==> config.mk <==
export PLATFORM = sky130hd
export DESIGN_NAME = irq_event_ctrl
export DESIGN_NICKNAME = d
export VERILOG_FILES = /design/src/rtl/irq_evt_pkg.sv /design/src/rtl/irq_reg_decode.sv /design/src/rtl/irq_event_bank.sv /design/src/rtl/irq_line_router.sv /design/src/rtl/irq_event_ctrl.sv
export SDC_FILE = /design/constraint.sdc
export NUM_CORES = 1
export LEC_CHECK = 0
export BUFFER_PORTS_ARGS = -buffer_cell sky130_fd_sc_hd__clkbuf_2
export CAP_MARGIN = 30
export CELL_PAD_IN_SITES_DETAIL_PLACEMENT = 1
export CELL_PAD_IN_SITES_GLOBAL_PLACEMENT = 1
export CORE_MARGIN = 5
export CORE_UTILIZATION = 34
export DETAILED_ROUTE_END_ITERATION = 8
export PLACE_DENSITY_LB_ADDON = 0.12
export SLEW_MARGIN = 25
export SYNTH_ARGS = -nofsm -noshare
export SYNTH_HDL_FRONTEND = slang
export SYNTH_SLANG_ARGS = --single-unit
==> constraint.sdc <==
create_clock -name clk -period 3.7 [get_ports clk]
set_clock_uncertainty 0.1 [all_clocks]
set_input_delay 0.37 -clock clk [delete_from_list [all_inputs] [get_ports clk]]
set_output_delay 0.37 -clock clk [all_outputs]
set_load 0.03 [all_outputs]
==> src/rtl/irq_evt_pkg.sv <==
package irq_evt_pkg;

  localparam int NUM_SRC = 13;
  localparam int EVT_LSB = 19;

  // flag index = register bit - EVT_LSB
  localparam int SRC_UNDERRUN = 0;
  localparam int SRC_RETRY    = 1;
  localparam int SRC_LATECOL  = 2;
  localparam int SRC_BUSERR   = 3;
  localparam int SRC_MGMT     = 4;
  localparam int SRC_RXBUF    = 5;
  localparam int SRC_RXFRM    = 6;
  localparam int SRC_TXBUF    = 7;
  localparam int SRC_TXFRM    = 8;
  localparam int SRC_GSTOP    = 9;
  localparam int SRC_BABTX    = 10;
  localparam int SRC_BABRX    = 11;
  localparam int SRC_HBEAT    = 12;

  localparam int OFF_EVENT = 0;
  localparam int OFF_MASK  = 1;
  localparam int OFF_TXCTL = 2;

  typedef logic [NUM_SRC-1:0] src_vec_t;

  // which flag feeds interrupt line 'line'
  function automatic int line_source(input int line);
    case (line)
      0:       return SRC_TXFRM;
      1:       return SRC_TXBUF;
      2:       return SRC_UNDERRUN;
      3:       return SRC_RETRY;
      4:       return SRC_RXFRM;
      5:       return SRC_RXBUF;
      6:       return SRC_MGMT;
      7:       return SRC_LATECOL;
      8:       return SRC_HBEAT;
      9:       return SRC_GSTOP;
      10:      return SRC_BUSERR;
      11:      return SRC_BABTX;
      default: return SRC_BABRX;
    endcase
  endfunction

  // next flag value: clears applied first, then sets so a set is never lost
  function automatic src_vec_t next_flags(input src_vec_t cur,
                                          input src_vec_t clr,
                                          input src_vec_t set);
    return (cur & ~clr) | set;
  endfunction

endpackage

==> src/rtl/irq_reg_decode.sv <==
module irq_reg_decode
  import irq_evt_pkg::*;
#(
  parameter int DATA_W = 32,
  parameter int ADDR_W = 4
) (
  input  logic              wr_en,
  input  logic [ADDR_W-1:0] wr_addr,
  input  logic [DATA_W-1:0] wr_data,
  input  logic [ADDR_W-1:0] rd_addr,
  input  src_vec_t          evt_q,
  input  src_vec_t          mask_q,
  output src_vec_t          evt_clr,
  output logic              mask_wr,
  output src_vec_t          mask_val,
  output logic              gstop_req,
  output logic [DATA_W-1:0] rd_data
);

  localparam logic [ADDR_W-1:0] A_EVENT = ADDR_W'(OFF_EVENT);
  localparam logic [ADDR_W-1:0] A_MASK  = ADDR_W'(OFF_MASK);
  localparam logic [ADDR_W-1:0] A_TXCTL = ADDR_W'(OFF_TXCTL);

  function automatic logic [DATA_W-1:0] place(input src_vec_t v);
    logic [DATA_W-1:0] w;
    w = '0;
    w[EVT_LSB +: NUM_SRC] = v;
    return w;
  endfunction

  logic wr_event, wr_txctl;

  always_comb begin
    wr_event  = wr_en && (wr_addr == A_EVENT);
    mask_wr   = wr_en && (wr_addr == A_MASK);
    wr_txctl  = wr_en && (wr_addr == A_TXCTL);
    evt_clr   = wr_event ? wr_data[EVT_LSB +: NUM_SRC] : '0;
    mask_val  = wr_data[EVT_LSB +: NUM_SRC];
    gstop_req = wr_txctl && wr_data[0];
  end

  always_comb begin
    case (rd_addr)
      A_EVENT: rd_data = place(evt_q);
      A_MASK:  rd_data = place(mask_q);
      default: rd_data = '0;
    endcase
  end

endmodule

==> src/rtl/irq_event_bank.sv <==
module irq_event_bank
  import irq_evt_pkg::*;
(
  input  logic     clk,
  input  logic     rst_n,
  input  logic     soft_rst,
  input  src_vec_t set_vec,
  input  src_vec_t clr_vec,
  input  logic     mask_wr,
  input  src_vec_t mask_val,
  output src_vec_t evt_q,
  output src_vec_t mask_q
);

  src_vec_t evt_d;

  always_comb evt_d = next_flags(evt_q, clr_vec, set_vec);

  always_ff @(posedge clk or negedge rst_n) begin
    if (!rst_n) begin
      evt_q  <= '0;
      mask_q <= '0;
    end else if (soft_rst) begin
      evt_q  <= '0;
      mask_q <= '0;
    end else begin
      evt_q <= evt_d;
      if (mask_wr) mask_q <= mask_val;
    end
  end

  // every pulsed flag is set afterwards, clear or not
  assert_set_wins_R8: assert property (@(posedge clk) disable iff (!rst_n)
    ((|set_vec) && !soft_rst) |=> ((evt_q & $past(set_vec)) == $past(set_vec)));

  // only written ones clear
  assert_w1c_R2: assert property (@(posedge clk) disable iff (!rst_n)
    ((|clr_vec) && (set_vec == '0) && !soft_rst)
      |=> (evt_q == ($past(evt_q) & ~$past(clr_vec))));

  // flags hold without set or clear
  assert_hold_R10: assert property (@(posedge clk) disable iff (!rst_n)
    ((clr_vec == '0) && (set_vec == '0) && !soft_rst) |=> $stable(evt_q));

  // mask takes the written value
  assert_mask_store_R3: assert property (@(posedge clk) disable iff (!rst_n)
    (mask_wr && !soft_rst) |=> (mask_q == $past(mask_val)));

  // controller reset empties both registers
  assert_soft_clear_R7: assert property (@(posedge clk) disable iff (!rst_n)
    soft_rst |=> ((evt_q == '0) && (mask_q == '0)));

endmodule

==> src/rtl/irq_line_router.sv <==
module irq_line_router
  import irq_evt_pkg::*;
(
  input  logic     clk,
  input  logic     rst_n,
  input  src_vec_t evt_q,
  input  src_vec_t mask_q,
  output src_vec_t irq_line
);

  src_vec_t active;
  src_vec_t routed;

  always_comb active = evt_q & mask_q;

  for (genvar l = 0; l < NUM_SRC; l++) begin : g_line
    localparam int SRC = line_source(l);
    always_comb routed[l] = active[SRC];
  end

  always_ff @(posedge clk or negedge rst_n) begin
    if (!rst_n) irq_line <= '0;
    else        irq_line <= routed;
  end

  // one clock later, the count of raised lines equals the count of gated flags
  assert_line_count_R9: assert property (@(posedge clk) disable iff (!rst_n)
    1'b1 |=> ($countones(irq_line) == $countones($past(evt_q & mask_q))));

  // no line without some flag gated through
  assert_no_spurious_R4: assert property (@(posedge clk) disable iff (!rst_n)
    ($past(active) == '0) |-> (irq_line == '0));

endmodule

==> src/rtl/irq_event_ctrl.sv <==
module irq_event_ctrl
  import irq_evt_pkg::*;
#(
  parameter int DATA_W = 32,
  parameter int ADDR_W = 4
) (
  input  logic                clk,
  input  logic                rst_n,
  input  logic                soft_rst,
  input  logic [NUM_SRC-1:0]  evt_set,
  input  logic                wr_en,
  input  logic [ADDR_W-1:0]   wr_addr,
  input  logic [DATA_W-1:0]   wr_data,
  input  logic [ADDR_W-1:0]   rd_addr,
  output logic [DATA_W-1:0]   rd_data,
  output logic [NUM_SRC-1:0]  irq_line
);

  src_vec_t evt_q, mask_q, evt_clr, mask_val, set_all, gstop_vec;
  logic     mask_wr, gstop_req;

  irq_reg_decode #(.DATA_W(DATA_W), .ADDR_W(ADDR_W)) u_decode (
    .wr_en     (wr_en),
    .wr_addr   (wr_addr),
    .wr_data   (wr_data),
    .rd_addr   (rd_addr),
    .evt_q     (evt_q),
    .mask_q    (mask_q),
    .evt_clr   (evt_clr),
    .mask_wr   (mask_wr),
    .mask_val  (mask_val),
    .gstop_req (gstop_req),
    .rd_data   (rd_data)
  );

  always_comb begin
    gstop_vec = '0;
    gstop_vec[SRC_GSTOP] = gstop_req;
    set_all = evt_set | gstop_vec;
  end

  irq_event_bank u_bank (
    .clk      (clk),
    .rst_n    (rst_n),
    .soft_rst (soft_rst),
    .set_vec  (set_all),
    .clr_vec  (evt_clr),
    .mask_wr  (mask_wr),
    .mask_val (mask_val),
    .evt_q    (evt_q),
    .mask_q   (mask_q)
  );

  irq_line_router u_router (
    .clk      (clk),
    .rst_n    (rst_n),
    .evt_q    (evt_q),
    .mask_q   (mask_q),
    .irq_line (irq_line)
  );

  // a stop request raises the graceful-stop flag on the next edge
  assert_gstop_R6: assert property (@(posedge clk) disable iff (!rst_n)
    (gstop_req && !soft_rst) |=> evt_q[SRC_GSTOP]);

  // graceful-stop line tracks its own flag and mask bit only
  assert_gstop_line_R5: assert property (@(posedge clk) disable iff (!rst_n)
    1'b1 |=> (irq_line[9] == $past(evt_q[SRC_GSTOP] & mask_q[SRC_GSTOP])));

endmodule

==> results_dict.tcl, run 1 <==
set metrics [dict create \
    hold_path.class "in -> reg" \
    ios 102 \
    grt_max_degree 40 \
    diodes 0 \
    tightest_slew_ns 0.664 \
    drv_slew 0 \
    grt_overflow 0 \
    cts_tree "built" \
    via_per_inst 4.89 \
    status "complete, no violations" \
    detailed_place_hpwl_um 3520 \
    endpoint_kind "flop" \
    ys_ff_latch 39 \
    clk_pin_slew_ns 0.07 \
    ys_types 20 \
    peakVddDrop_mv 0.104 \
    ys_top_cells_by_area "dfrtp_1 55%, a22o_1 13%, buf_4 8.0%" \
    globalRouteMet2Util_pct 26.8 \
    ctsLongestPathBuffers 2 \
    utilization_pct 43.2 \
    setup_viol 0 \
    postRouteAntennaNets 0 \
    layout-drive-gt1-share_pct 34.4 \
    drt_pass1_iterations 4 \
    critPathLaunchType "input pin" \
    start_util_pct 34.9 \
    post_cts_resized 0 \
    met1_usage_pct 16.4 \
    cts-buffers-inserted 5 \
    postCtsSetupRepairBufs 0 \
    die_area_mm2 0.00679 \
    synth-warning-count 0 \
    p_total_mw 0.818 \
    drt_iter0_drc 24 \
    cts.root.buffer_cell "clkbuf_8" \
    grt_usage_pct 14.8 \
    core_area_mm2 0.00511 \
    drc_errors 0 \
    slew_headroom_pct 55.7 \
    wl_per_cell_um 16.8 \
    grt_pass1_vias 1507 \
    final_common_cell "clkbuf_2" \
    setup_tns_ns 0 \
    worstPathRequired_ns 3.82 \
    cts_sinks 39 \
    path_class "in -> reg" \
    die_h_um 82.4 \
    final_cell_mix "63 x clkbuf_2, 39 x dfrtp_1, 26 x a22o_1, 19 x conb_1" \
    synth_top_area_share_pct 54.8 \
    maxCapViolCount 0 \
    netlist_instances 155 \
    antenna_found_initial 0 \
    gp_congestion 0.656 \
    avgSynthCellArea_um2 11.5 \
    syn-cell-area_mm2 0.00178 \
    portBuffers 64 \
    critPathMaxFanout 14 \
    insertion_delay_ns 0.28 \
    synth_enable_flop_cells 0 \
    synth_top_cell_by_area "dfrtp_1" \
    final_hold_viol_count 0 \
    cellPowerDensity_mw_per_mm2 371 \
    die_w_um 82.4 \
    p_leak_nw 1.13 \
    fillers 600 \
    use_met3_pct 4.34 \
    fin_crit_ns 2.03 \
    rows 26 \
    syn2layout_area_growth_pct 23.7 \
    finalWirelength_um 4890 \
    fin_crit_sh_pct 55.0 \
    rsz0062_at_grt "false" \
    cp.arrival_ns 2.16 \
    grt_pass1_wl_um 7300 \
    via_count 1424 \
    fmax_mhz 492 \
    ctsHtreeMaxLevel 2 \
    yosysSeqAreaShare_pct 54.8 \
    final_net_count 279 \
    grt_busiest_layer "met2" \
    async_reset_ff_share_pct 100 \
    synth_flop_cell "dfrtp_1" \
]
[timing repair]
| action | CTS | global route |
|---|---|---|
| setup endpoints to repair | 0 | 0 |
| endpoints found under the hold margin | 0 | 8 |
| hold buffers | 0 | 1 |
[synthesized netlist by cell type, types with 2 or more instances]
cell type	count
clkbuf_1	4
inv_1	2
nor2_1	12
dfrtp_1	39
and2_1	13
buf_2	2
nor3_1	12
a21oi_1	2
buf_6	2
buf_4	19
nor4b_1	14
a22o_1	26
[layer usage]
layer	routed length [um]	up-vias	part of all wire [%]
met5	0	-	0
met4	74	0	1.5
met3	336	9	6.9
met2	2540	57	52
met1	1940	699	40
li1	-	659	-
[metrics by stage]
| stage | cell area [um^2] | worst slack, ns | hold slack, ns | std cells |
|---|---|---|---|---|
| 3_5_place_dp | 2100 | 1.35 | 0.400 | 283 |
| 2_1_floorplan | 1850 | 1.71 | -0.0256 | 173 |
| 6_report | 2200 | 1.67 | 0.217 | 291 |
| 5_1_grt | 2200 | 1.56 | 0.222 | 291 |
| 3_3_place_gp | 2100 | 1.35 | 0.383 | 283 |
| 4_1_cts | 2170 | 1.65 | 0.170 | 289 |
[cell families after synthesis]
kind of cell	Yosys count	synth area share (%)
AO/OA/AOI/OAI	30	14.0
buffers and inverters	29	11.1
flip-flops	39	54.8
other	1	0.210
AND/OR/NAND/NOR	56	19.9
[area by class of cell]
class                   instances  area [um^2]  area share, %
inverters                       2         7.51          0.341
multi-input cells             105          688           31.2
flip-flops and latches         39          976           44.3
well taps                      70         87.6           3.97
repair buffers                 69          373           16.9
clock buffers                   6         72.6           3.29
[path summary, 6_finish.rpt]
path | start | to | slack (ns) | depth (start not counted)
max in group asynchronous | rst_n | u_bank.mask_q[10] | 2.69 | 3
min in group asynchronous | rst_n | u_router.irq_line[6] | 0.37 | 2
setup / recovery | wr_addr[1] | u_bank.mask_q[5] | 1.67 | 4
hold reg to reg | u_bank.evt_q[5] | u_router.irq_line[5] | 0.42 | 1
setup reg to reg | u_bank.evt_q[9] | u_bank.evt_q[9] | 2.81 | 2
hold / removal | wr_data[26] | u_bank.mask_q[7] | 0.22 | 2
[worst max-delay path, stage by stage]
cell and delay, ns:
clkbuf_2 0.10, or4b_1 0.85, nor3_4 0.60, a22o_1 0.23
[state kept, by name, summed over array words and instances (netlist names)]
name,cells
u_bank.evt_q,13
u_bank.mask_q,13
u_router.irq_line,13
[power breakdown]
part	total (mW)	internal, mW	switching [mW]
logic	0.108	0.0337	0.0741
registers	0.447	0.439	0.00871
clock network	0.263	0.126	0.138
(Power assumes the default switching activity.)
==> run 2, diff against run 1 <==
--- a/config.mk
+++ b/config.mk
@@ -5,12 +5,13 @@
 export SDC_FILE = /design/constraint.sdc
 export NUM_CORES = 1
 export LEC_CHECK = 0
+export ABC_AREA = 1
 export BUFFER_PORTS_ARGS = -buffer_cell sky130_fd_sc_hd__clkbuf_2
 export CAP_MARGIN = 30
 export CELL_PAD_IN_SITES_DETAIL_PLACEMENT = 1
 export CELL_PAD_IN_SITES_GLOBAL_PLACEMENT = 1
 export CORE_MARGIN = 5
-export CORE_UTILIZATION = 34
+export CORE_UTILIZATION = 31
 export DETAILED_ROUTE_END_ITERATION = 8
 export PLACE_DENSITY_LB_ADDON = 0.12
 export SLEW_MARGIN = 25
==> constraint.sdc (replaced) <==
create_clock -name clk -period 1.89 [get_ports clk]
set_clock_uncertainty 0.1 [all_clocks]
set_input_delay 0.189 -clock clk [delete_from_list [all_inputs] [get_ports clk]]
set_output_delay 0.189 -clock clk [all_outputs]
set_load 0.03 [all_outputs]
==> run 2 against run 1 <==
  * Register-to-register slack worse by 1.7 ns
  * Sequential power increased by 96%
  * Cell area increased by 6.7%
  * Largest cell class unchanged
  * Flip-flop and latch count unchanged
==> results_dict.tcl, run 2 <==
set metrics [dict create \
    status "complete, no violations" \
    ys_top_cells_by_count "41 x nand2_1, 40 x inv_1, 39 x dfrtp_1, 20 x buf_4, 16 x o21ai_1" \
    cts.root.buffer_cell "clkbuf_8" \
    postRouteAntennaNets 0 \
    grt_max_degree 21 \
    critPathLaunchType "flop" \
    endpoint_kind "primary output" \
    path_class "reg -> out" \
    synth-simple-area-share_pct 19.7 \
    finalWirelength_um 5540 \
    critical_path.top_delay_family "flip-flops" \
    via_count 1693 \
    grt_usage_pct 15.2 \
    place_inst 362 \
    grt_pass1_vias 1818 \
    ctsHtreeMaxLevel 2 \
    rsz0062_at_grt "false" \
    hold_path.class "in -> reg" \
    drt_pass1_iterations 4 \
    rows 28 \
    ys_types 19 \
    largestRegisters "u_bank.evt_q (13), u_bank.mask_q (13), u_router.irq_line (13)" \
    hold_depth 3 \
    fmax_mhz 714 \
    holdCritStartpoint "evt_set[4]" \
    p_total_mw 1.68 \
    r2r_end "u_bank.mask_q[3]" \
    core_area_mm2 0.00592 \
    setup_tns_ns 0 \
    holdPathEnd "u_bank.evt_q[4]" \
    grt_pass1_wl_um 8920 \
    slowest_delay_ns 0.36 \
    tightest_slew_ns 0.529 \
    drt_iter0_drc 28 \
    ys_top_cells_by_area "dfrtp_1 51%, nand2_1 8.1%, buf_4 7.9%" \
    cpMaxStageDelayCell "dfrtp_1" \
    synth_top_family_by_area "simple AND/OR/NAND/NOR gates" \
    final_cell_mix "64 x clkbuf_2, 41 x nand2_1, 40 x inv_1, 39 x dfrtp_1, 19 x conb_1" \
    die_h_um 88.2 \
    ios 102 \
    r2r_slack_ns 1.11 \
    postCtsSetupRepairBufs 0 \
    fin_crit_ns 1.40 \
    grt_overflow 0 \
    synth-warning-count 0 \
    insertion_delay_ns 0.29 \
    synth_top_cell_by_area "dfrtp_1" \
    portBuffers 64 \
    path_buf_inv 2 \
    cts_tree "built" \
    peakVddDrop_mv 0.254 \
    post_cts_resized 0 \
    setup_viol 0 \
    layout-drive-gt1-share_pct 28.7 \
    die_area_mm2 0.00778 \
    cts_sinks 39 \
    synth_flop_cell "dfrtp_1" \
    clk_pin_slew_ns 0.08 \
    avgSynthCellArea_um2 8.43 \
    worstPathCellList "inv_1, o21ai_1, clkbuf_2" \
    gp_congestion 0.675 \
    critPathMaxFanout 2 \
    antenna_found_initial 0 \
    async_reset_ff_share_pct 100 \
    final_hold_viol_count 0 \
    synth_enable_flop_cells 0 \
    syn2layout_area_growth_pct 24.0 \
    drv_slew 0 \
    worstPathRequired_ns 1.60 \
    final_net_count 353 \
    synth-xor-area-share_pct 0 \
    synth_top_area_share_pct 51.5 \
    diodes 0 \
    syn-cell-area_mm2 0.00190 \
    final_cells 371 \
    yosysSeqAreaShare_pct 51.5 \
    cellPowerDensity_mw_per_mm2 715 \
    fin_crit_sh_pct 74.1 \
    p_leak_nw 1.31 \
    via_per_inst 4.56 \
    wl_per_cell_um 14.9 \
    yosysMostFrequentCell "nand2_1" \
    timing.rr.start "u_bank.mask_q[3]" \
    detailed_place_hpwl_um 4060 \
    start_util_pct 32.0 \
    synth_fa_ha_area_share_pct 0 \
    netlist_instances 225 \
    synth.mux.area_fraction_pct 0 \
    maxCapViolCount 0 \
    final_common_cell "clkbuf_2" \
    cts-buffers-inserted 5 \
    slew_headroom_pct 64.7 \
    ys_ff_latch 39 \
    die_w_um 88.2 \
    drc_errors 0 \
    cp.arrival_ns 1.11 \
    rr_worst_depth 2 \
    utilization_pct 39.7 \
    synth_compound_area_share_pct 10.3 \
    ctsLongestPathBuffers 2 \
    fillers 753 \
]
-- run 2: stage by stage --
step | hold slack (ns) | cell area, um^2 | setup slack [ns]
floorplan | -0.207 | 1960 | 0.474
global placement | 0.0970 | 2240 | 0.504
detailed placement | 0.0966 | 2240 | 0.489
CTS | 0.000192 | 2340 | 0.464
global route | 0.000786 | 2350 | 0.411
finish | 0.00588 | 2350 | 0.490
-- run 2: worst max-delay path by stage --
stage	start	to	slack (ns)	cells after the start
2_1_floorplan	rd_addr[3]	rd_data[20]	0.47	4
3_3_place_gp	rd_addr[3]	rd_data[28]	0.50	6
3_5_place_dp	rd_addr[3]	rd_data[30]	0.49	6
4_1_cts	u_bank.evt_q[11]	rd_data[30]	0.46	3
5_1_grt	u_bank.mask_q[9]	rd_data[28]	0.41	3
6_report	u_bank.mask_q[11]	rd_data[30]	0.49	3
-- run 2: cell families after synthesis --
group,Yosys count
compound gates,39
buf+inv,69
flops,39
other cells,1
simple gates,77
-- run 2: timing repair --
item / 4_1_cts / 5_1_grt
endpoints found under the setup margin: 0 / 0
endpoints found under the hold margin: 18 / 1
hold buffers: 1 / 1
-- run 2: routing by layer --
metal	track usage (%)	routed length (um)	vias to the layer above
li1	-	-	810
met1	19.1	2390	818
met2	25.6	2680	58
met3	3.45	383	7
met4	5.36	85	0
met5	0	0	-
-- run 2: area by class of cell --
type	count	area, um^2	share of cell area (%)
sequential	39	976	41.5
multi-input combinational	135	641	27.2
tap	75	93.8	3.99
clock buffer	6	82.6	3.51
timing repair buffer	74	400	17.0
clock inverter	1	5.00	0.213
inverter	41	154	6.54
-- run 2: worst register-to-register path: stages, from the launching register on --
cell and delay [ns]:
dfrtp_1 0.38, inv_1 0.08, o21ai_0 0.09
-- run 2: power breakdown --
part | internal (mW) | switching [mW] | total [mW]
Combinational | 0.0669 | 0.167 | 0.234
Clock | 0.286 | 0.286 | 0.572
Sequential | 0.858 | 0.0178 | 0.876
Total | 1.21 | 0.471 | 1.68
